<file path="src/rtl/ebip_pkg.sv">
package ebip_pkg;
  localparam int BLK_W  = 66;
  localparam int BIP_W  = 8;
  localparam int SYNC_W = 2;
  localparam logic [SYNC_W-1:0] SYNC_CTRL = 2'b01;

  typedef logic [BLK_W-1:0] blk_t;
  typedef logic [BIP_W-1:0] bip_t;

  // Interleaved parity of one block: sync bits land on parity bits 3 and 4
  function automatic bip_t bip_fold(input blk_t b);
    bip_t p;
    p = '0;
    p[3] = p[3] ^ b[0];
    p[4] = p[4] ^ b[1];
    for (int k = SYNC_W; k < BLK_W; k++) begin
      p[3'((k - SYNC_W) % BIP_W)] = p[3'((k - SYNC_W) % BIP_W)] ^ b[k];
    end
    return p;
  endfunction

  // Marker layout: id bytes, parity, then their inverses
  function automatic blk_t mk_marker(input bip_t id0, input bip_t id1,
                                     input bip_t id2, input bip_t par);
    return {~par, ~id2, ~id1, ~id0, par, id2, id1, id0, SYNC_CTRL};
  endfunction

  function automatic logic [3:0] pop8(input bip_t v);
    logic [3:0] n;
    n = '0;
    for (int i = 0; i < BIP_W; i++) n = n + {3'b000, v[i]};
    return n;
  endfunction
endpackage

</file>
<file path="src/rtl/ebip_par_acc.sv">
module ebip_par_acc
  import ebip_pkg::*;
(
  input  logic clk,
  input  logic rst_n,
  input  logic blk_en,
  input  logic win_load,
  input  blk_t load_blk,
  input  blk_t data_blk,
  output bip_t acc_o
);
  bip_t acc_q, acc_d;
  logic acc_ce;

  assign acc_ce = blk_en | win_load;

  always_comb begin
    acc_d = acc_q;
    if (win_load)    acc_d = bip_fold(load_blk);
    else if (blk_en) acc_d = acc_q ^ bip_fold(data_blk);
  end

  always_ff @(posedge clk or negedge rst_n) begin
    if (!rst_n)      acc_q <= '0;
    else if (acc_ce) acc_q <= acc_d;
  end

  assign acc_o = acc_q;

  // idle cycles leave the window untouched
  a_r8_acc_hold: assert property (@(posedge clk) disable iff (!rst_n)
    (!blk_en && !win_load) |=> $stable(acc_o));
endmodule

</file>
<file path="src/rtl/ebip_mrk_gen.sv">
module ebip_mrk_gen
  import ebip_pkg::*;
(
  input  bip_t id0,
  input  bip_t id1,
  input  bip_t id2,
  input  bip_t ing_bip,
  input  bip_t rx_xport_bip,
  input  bip_t pcs_mask,
  input  bip_t plain_par,
  input  bip_t scr_par,
  output blk_t rebuilt_blk,
  output blk_t regen_blk,
  output bip_t xmask,
  output bip_t cmask
);
  bip_t adj_bip;

  always_comb begin
    xmask       = plain_par ^ rx_xport_bip;
    cmask       = pcs_mask ^ xmask;
    adj_bip     = scr_par ^ cmask;
    rebuilt_blk = mk_marker(id0, id1, id2, ing_bip);
    regen_blk   = mk_marker(id0, id1, id2, adj_bip);
  end
endmodule

</file>
<file path="src/rtl/ebip_err_cnt.sv">
module ebip_err_cnt #(
  parameter int CNT_W = 16
) (
  input  logic             clk,
  input  logic             rst_n,
  input  logic             add_en,
  input  logic [3:0]       add_val,
  output logic [CNT_W-1:0] cnt_o
);
  localparam int SUM_W = CNT_W + 1;
  localparam logic [CNT_W-1:0] CNT_MAX = '1;

  logic [CNT_W-1:0] cnt_q, cnt_d;
  logic [SUM_W-1:0] sum;

  always_comb begin
    sum   = {1'b0, cnt_q} + SUM_W'(add_val);
    cnt_d = sum[CNT_W] ? CNT_MAX : sum[CNT_W-1:0];
  end

  always_ff @(posedge clk or negedge rst_n) begin
    if (!rst_n)      cnt_q <= '0;
    else if (add_en) cnt_q <= cnt_d;
  end

  assign cnt_o = cnt_q;

  // once at the ceiling, stays there
  a_r7_no_wrap: assert property (@(posedge clk) disable iff (!rst_n)
    (cnt_o == CNT_MAX) |=> (cnt_o == CNT_MAX));
  // a marker adds at most eight and never decreases the count
  a_r6_bounded_step: assert property (@(posedge clk) disable iff (!rst_n)
    add_en |=> (cnt_o >= $past(cnt_o)) && ((cnt_o - $past(cnt_o)) <= CNT_W'(8)));
  // no marker, no change
  a_r8_cnt_idle: assert property (@(posedge clk) disable iff (!rst_n)
    !add_en |=> $stable(cnt_o));
endmodule

</file>
<file path="src/rtl/ebip_egress_regen.sv">
module ebip_egress_regen
  import ebip_pkg::*;
#(
  parameter int CNT_W = 16
) (
  input  logic             clk,
  input  logic             rst_n,
  input  logic             in_vld,
  input  logic             in_mrk,
  input  logic [65:0]      in_plain_blk,
  input  logic [65:0]      in_scr_blk,
  input  logic [7:0]       mrk_id0,
  input  logic [7:0]       mrk_id1,
  input  logic [7:0]       mrk_id2,
  input  logic [7:0]       mrk_ing_bip,
  input  logic [7:0]       mrk_xport_bip,
  input  logic [7:0]       mrk_pcs_mask,
  output logic             out_vld,
  output logic             out_mrk,
  output logic [65:0]      out_blk,
  output logic [7:0]       xport_mask,
  output logic [7:0]       comb_mask,
  output logic [CNT_W-1:0] err_cnt
);
  logic mrk_take, data_take;
  bip_t plain_par, scr_par, xmask_c, cmask_c;
  blk_t rebuilt_blk, regen_blk;

  logic vld_q, mrk_q;
  blk_t blk_q, blk_d;
  bip_t xm_q, xm_d, cm_q, cm_d;

  assign mrk_take  = in_vld & in_mrk;
  assign data_take = in_vld & ~in_mrk;

  ebip_par_acc i_plain_acc (
    .clk(clk), .rst_n(rst_n), .blk_en(data_take), .win_load(mrk_take),
    .load_blk(rebuilt_blk), .data_blk(in_plain_blk), .acc_o(plain_par));

  ebip_par_acc i_scr_acc (
    .clk(clk), .rst_n(rst_n), .blk_en(data_take), .win_load(mrk_take),
    .load_blk(regen_blk), .data_blk(in_scr_blk), .acc_o(scr_par));

  ebip_mrk_gen i_mrk_gen (
    .id0(mrk_id0), .id1(mrk_id1), .id2(mrk_id2), .ing_bip(mrk_ing_bip),
    .rx_xport_bip(mrk_xport_bip), .pcs_mask(mrk_pcs_mask),
    .plain_par(plain_par), .scr_par(scr_par),
    .rebuilt_blk(rebuilt_blk), .regen_blk(regen_blk),
    .xmask(xmask_c), .cmask(cmask_c));

  ebip_err_cnt #(.CNT_W(CNT_W)) i_err_cnt (
    .clk(clk), .rst_n(rst_n), .add_en(mrk_take),
    .add_val(pop8(cmask_c)), .cnt_o(err_cnt));

  always_comb begin
    blk_d = mrk_take ? regen_blk : in_scr_blk;
    xm_d  = mrk_take ? xmask_c : xm_q;
    cm_d  = mrk_take ? cmask_c : cm_q;
  end

  always_ff @(posedge clk or negedge rst_n) begin
    if (!rst_n) begin
      vld_q <= 1'b0;
      mrk_q <= 1'b0;
      blk_q <= '0;
      xm_q  <= '0;
      cm_q  <= '0;
    end else begin
      vld_q <= in_vld;
      mrk_q <= mrk_take;
      if (in_vld) blk_q <= blk_d;
      if (mrk_take) begin
        xm_q <= xm_d;
        cm_q <= cm_d;
      end
    end
  end

  assign out_vld    = vld_q;
  assign out_mrk    = mrk_q;
  assign out_blk    = blk_q;
  assign xport_mask = xm_q;
  assign comb_mask  = cm_q;

  // data blocks leave one cycle later in rescrambled form
  a_r5_data_pass: assert property (@(posedge clk) disable iff (!rst_n)
    (in_vld && !in_mrk) |=> out_vld && !out_mrk && (out_blk == $past(in_scr_blk)));
  // outgoing marker keeps the control sync field and id bytes
  a_r2_marker_frame: assert property (@(posedge clk) disable iff (!rst_n)
    (in_vld && in_mrk) |=> out_mrk && (out_blk[1:0] == 2'b01) &&
      (out_blk[25:2] == {$past(mrk_id2), $past(mrk_id1), $past(mrk_id0)}));
  // trailing parity byte is the inverse of the adjusted parity
  a_r4_inverse_par: assert property (@(posedge clk) disable iff (!rst_n)
    (out_vld && out_mrk) |-> (out_blk[65:58] == ~out_blk[33:26]));
  // combined mask folds the ingress mask into the transport mask
  a_r4_comb_fold: assert property (@(posedge clk) disable iff (!rst_n)
    (in_vld && in_mrk) |=> (comb_mask == (xport_mask ^ $past(mrk_pcs_mask))));
  // idle input gives no output and holds the masks
  a_r8_idle_quiet: assert property (@(posedge clk) disable iff (!rst_n)
    !in_vld |=> !out_vld && $stable(xport_mask) && $stable(comb_mask));
endmodule

</file>
<file path="config.mk">
export PLATFORM = sky130hd
export DESIGN_NAME = ebip_egress_regen
export DESIGN_NICKNAME = d
export VERILOG_FILES = /design/src/rtl/ebip_pkg.sv /design/src/rtl/ebip_par_acc.sv /design/src/rtl/ebip_mrk_gen.sv /design/src/rtl/ebip_err_cnt.sv /design/src/rtl/ebip_egress_regen.sv
export SDC_FILE = /design/constraint.sdc
export NUM_CORES = 1
export LEC_CHECK = 0
export ABC_AREA = 1
export CELL_PAD_IN_SITES_DETAIL_PLACEMENT = 0
export CELL_PAD_IN_SITES_GLOBAL_PLACEMENT = 1
export CORE_MARGIN = 2
export CORE_UTILIZATION = 32
export CTS_BUF_LIST = sky130_fd_sc_hd__clkbuf_2
export DETAILED_ROUTE_END_ITERATION = 12
export PLACE_DENSITY_LB_ADDON = 0.08
export SLEW_MARGIN = 20
export SYNTH_ARGS = -nofsm -noshare
export SYNTH_HDL_FRONTEND = slang
export SYNTH_SLANG_ARGS = --single-unit
</file>
<file path="constraint.sdc">
create_clock -name clk -period 7.95 [get_ports clk]
set_clock_uncertainty 0.15 [all_clocks]
set_input_delay 1.59 -clock clk [delete_from_list [all_inputs] [get_ports clk]]
set_output_delay 1.59 -clock clk [all_outputs]
set_load 0.1 [all_outputs]
</file>
==> impl_metrics.yaml <==
die:
  start_util_pct: 32.8
  io_pins: 284
  dieArea_mm2: 0.0196
  die_h_um: 140
  coreArea_mm2: 0.0180
  row_count: 49
  die_w_um: 140
min_path:
  holdCritPathClass: "reg2reg"
clock_network:
  cts_buffers: 9
  post_cts_buffers: 0
  clockBufferDepth: 2
  h-tree-depth: 3
  cts.sinks: 110
  clock_latency_ps: 610
  ctsHoldBuffers: 0
  root_buffer: "clkbuf_2"
  tritoncts: "yes"
  ctsResizeCount: 0
  clkTransAtPathRegs_ps: 300
synthesis:
  async_reset_ff_share_pct: 100
  yosys.cell_count.top_type: "nand2_1"
  syn_area_per_cell_um2: 7.95
  ys_ff_latch: 110
  synth_area_mm2: 0.00590
  synth_cell_types: 38
  yosysTopAreaCellShare_pct: 46.6
  synth_top_cell_by_area: "dfrtp_1"
  ys_top_cells_by_area: "dfrtp_1 (47%), nand2_1 (17%), nand3_1 (5.0%)"
  yosys_most_used_dff: "dfrtp_1"
  yosys-top-cells-count: "nand2_1 (262), dfrtp_1 (110), inv_1 (64)"
  synth_fp_nets: 938
  yosys_warnings: 0
  synth_edf_count: 0
  syn_inst: 743
  seq_area_frac_synth_pct: 46.6
critical_path:
  crit_required_ps: 8390
  cp-start-kind: "primary input"
  cp_cell_sequence: "clkdlybuf4s50_1 > xnor2_1 > xor2_1 > fa_1 > fa_1 > fa_1 > fa_1 > inv_1 > fa_1 > nand3_1 > a21oi_2 > nand4_2 > or2_1 > nand3b_1"
  cpMaxStageDelayCell: "fa_1"
  crit_top_cell: "fa_1"
  endpoint_kind: "register"
  cp_max_fo: 11
  critPathKind: "in2reg"
  cp.arrival_ps: 6060
  crit_buf_inv: 2
  critical-path-top-delay-family: "adder cells"
  critical-path-max-stage-delay_ps: 520
status:
  status: "finished, final reports clean"
global_route:
  grt_max_degree: 67
  grt_pass1_vias: 5507
  grt_overflow: 0
  grtUsageTotal_pct: 18.7
  antenna_found_initial: 1
  grt_pass1_wl_mm: 29.1
power:
  power_density_mw_per_mm2: 273
  leakage_nw: 4.06
  ir_drop_v: 0.000154
timing:
  fmax_mhz: 178
  worstMarginPinSlew_ps: 1040
  fin_setup_tns_ps: 0
  slew_headroom_pct: 30.6
  slew_violations: 0
  period_needed_ps: 5630
  hold_viol: 0
  hold_slack_ps: 370
  final-setup-viol-count: 0
  timing.final.crit_share_pct: 70.8
  rsz0062_at_grt: "no"
placement:
  gp_congestion: 0.748
  io_buffers: 243
  hpwl_mm: 12.9
detailed_routing:
  viasPerCell: 4.67
  firstDrtPassIters: 5
  ant_nets: 0
  drc: 0
  wire_per_inst_um: 14.8
  dr.first_iter.drc_count: 262
  vias: 5651
  totalWireLength_mm: 17.9
final_layout:
  nets: 1171
  area_delta_synth_final_pct: 47.7
  drive_gt1_share_pct: 3.87
  ff_latch_area_mm2: 0.00275
  fillers: 1833
  multi_input_area_mm2: 0.00278
flow_run:
  cap_violations: 0
-- registers in the layout, indices dropped and copies added (netlist names) --
register           flops
i_scr_acc.acc_o        5
xport_mask             8
out_blk               66
i_err_cnt.cnt_o       16
i_plain_acc.acc_o      5
out_mrk                1
out_vld                1
comb_mask              8
-- final cells by class --
type | count | area share (%)
sequential | 110 | 31.6
multi-input combinational | 540 | 31.9
timing repair buffer | 247 | 28.2
antenna | 1 | 0.0287
tap | 229 | 3.29
inverter | 68 | 2.94
clock buffer | 10 | 0.574
clock inverter | 6 | 1.52
-- worst paths after layout --
check | depth (start not counted) | endpoint | startpoint | slack [ps]
setup reg to reg | 13 | i_err_cnt.cnt_o[14] | i_plain_acc.acc_o[3] | 3220
hold reg to reg | 2 | xport_mask[5] | xport_mask[5] | 370
hold / removal | 2 | xport_mask[5] | xport_mask[5] | 370
max in group asynchronous | 2 | comb_mask[7] | rst_n | 5610
min in group asynchronous | 1 | out_blk[23] | rst_n | 790
setup / recovery | 14 | i_err_cnt.cnt_o[14] | mrk_xport_bip[3] | 2320
-- metal layers --
layer	routed length, um	vias to the layer above	GRT usage [%]
met5	0	-	0
met4	351	0	6.42
met3	1220	22	4.99
met2	8320	159	30.6
met1	8020	2611	24.0
li1	-	2859	-
-- placed cells by master (no fill, tap or decap), types with 17 or more instances in the layout --
cell type / Yosys / routed
nor2_1: 49 / 49
a21oi_1: 17 / 17
xnor2_1: 23 / 23
dfrtp_1: 110 / 110
clkdlybuf4s50_1: 0 / 241
xor2_1: 19 / 19
inv_1: 64 / 64
o211ai_1: 17 / 17
nand2_1: 262 / 262
nand3_1: 59 / 59
-- per-stage QoR --
stage / util, % / std cells / setup WS, ps / total power, mW / instance area, um2
after floorplan: - / 743 / 2770 / 1.67 / 5900
after global placement: 47.3 / 1194 / 1630 / 2.04 / 8530
after detailed placement: 47.3 / 1194 / 1570 / 2.04 / 8530
after CTS: 48.4 / 1210 / 2310 / 2.42 / 8720
after global routing: 48.4 / 1211 / 2130 / 2.54 / 8720
final: 48.4 / 1211 / 2320 / 2.38 / 8720
-- worst register-to-register path, cell delays in order, from the launching register on --
cell,delay (ps)
dfrtp_1,470
xnor2_1,510
xor2_1,420
fa_1,520
fa_1,510
fa_1,440
fa_1,370
inv_1,90
fa_1,210
nand3_1,120
a21oi_2,160
nand4_2,160
or2_1,420
nand3b_1,150
-- cells by family (layout without fill, tap and decap cells) --
| kind of cell | after synthesis | in the layout | synth area share [%] |
|---|---|---|---|
| AOI/OAI and AO/OA | 85 | 85 | 9.39 |
| xor gates and xnor gates | 42 | 42 | 6.23 |
| adders and majority gates | 11 | 11 | 2.97 |
| buffers and inverters | 93 | 331 | 6.23 |
| DFF | 110 | 110 | 46.6 |
| muxes | 1 | 1 | 0.191 |
| other | 0 | 1 | 0 |
| and+or+nand+nor | 401 | 401 | 28.4 |
-- report_power, final --
group	switching, mW	total, mW	internal, mW	leakage, nW
Combinational	0.925	1.31	0.385	2.61
Sequential	0.0594	0.708	0.648	1.34
Clock	0.193	0.361	0.168	0.104
Total	1.18	2.38	1.20	4.06
Note: power is estimated with default switching activity, not from simulation.
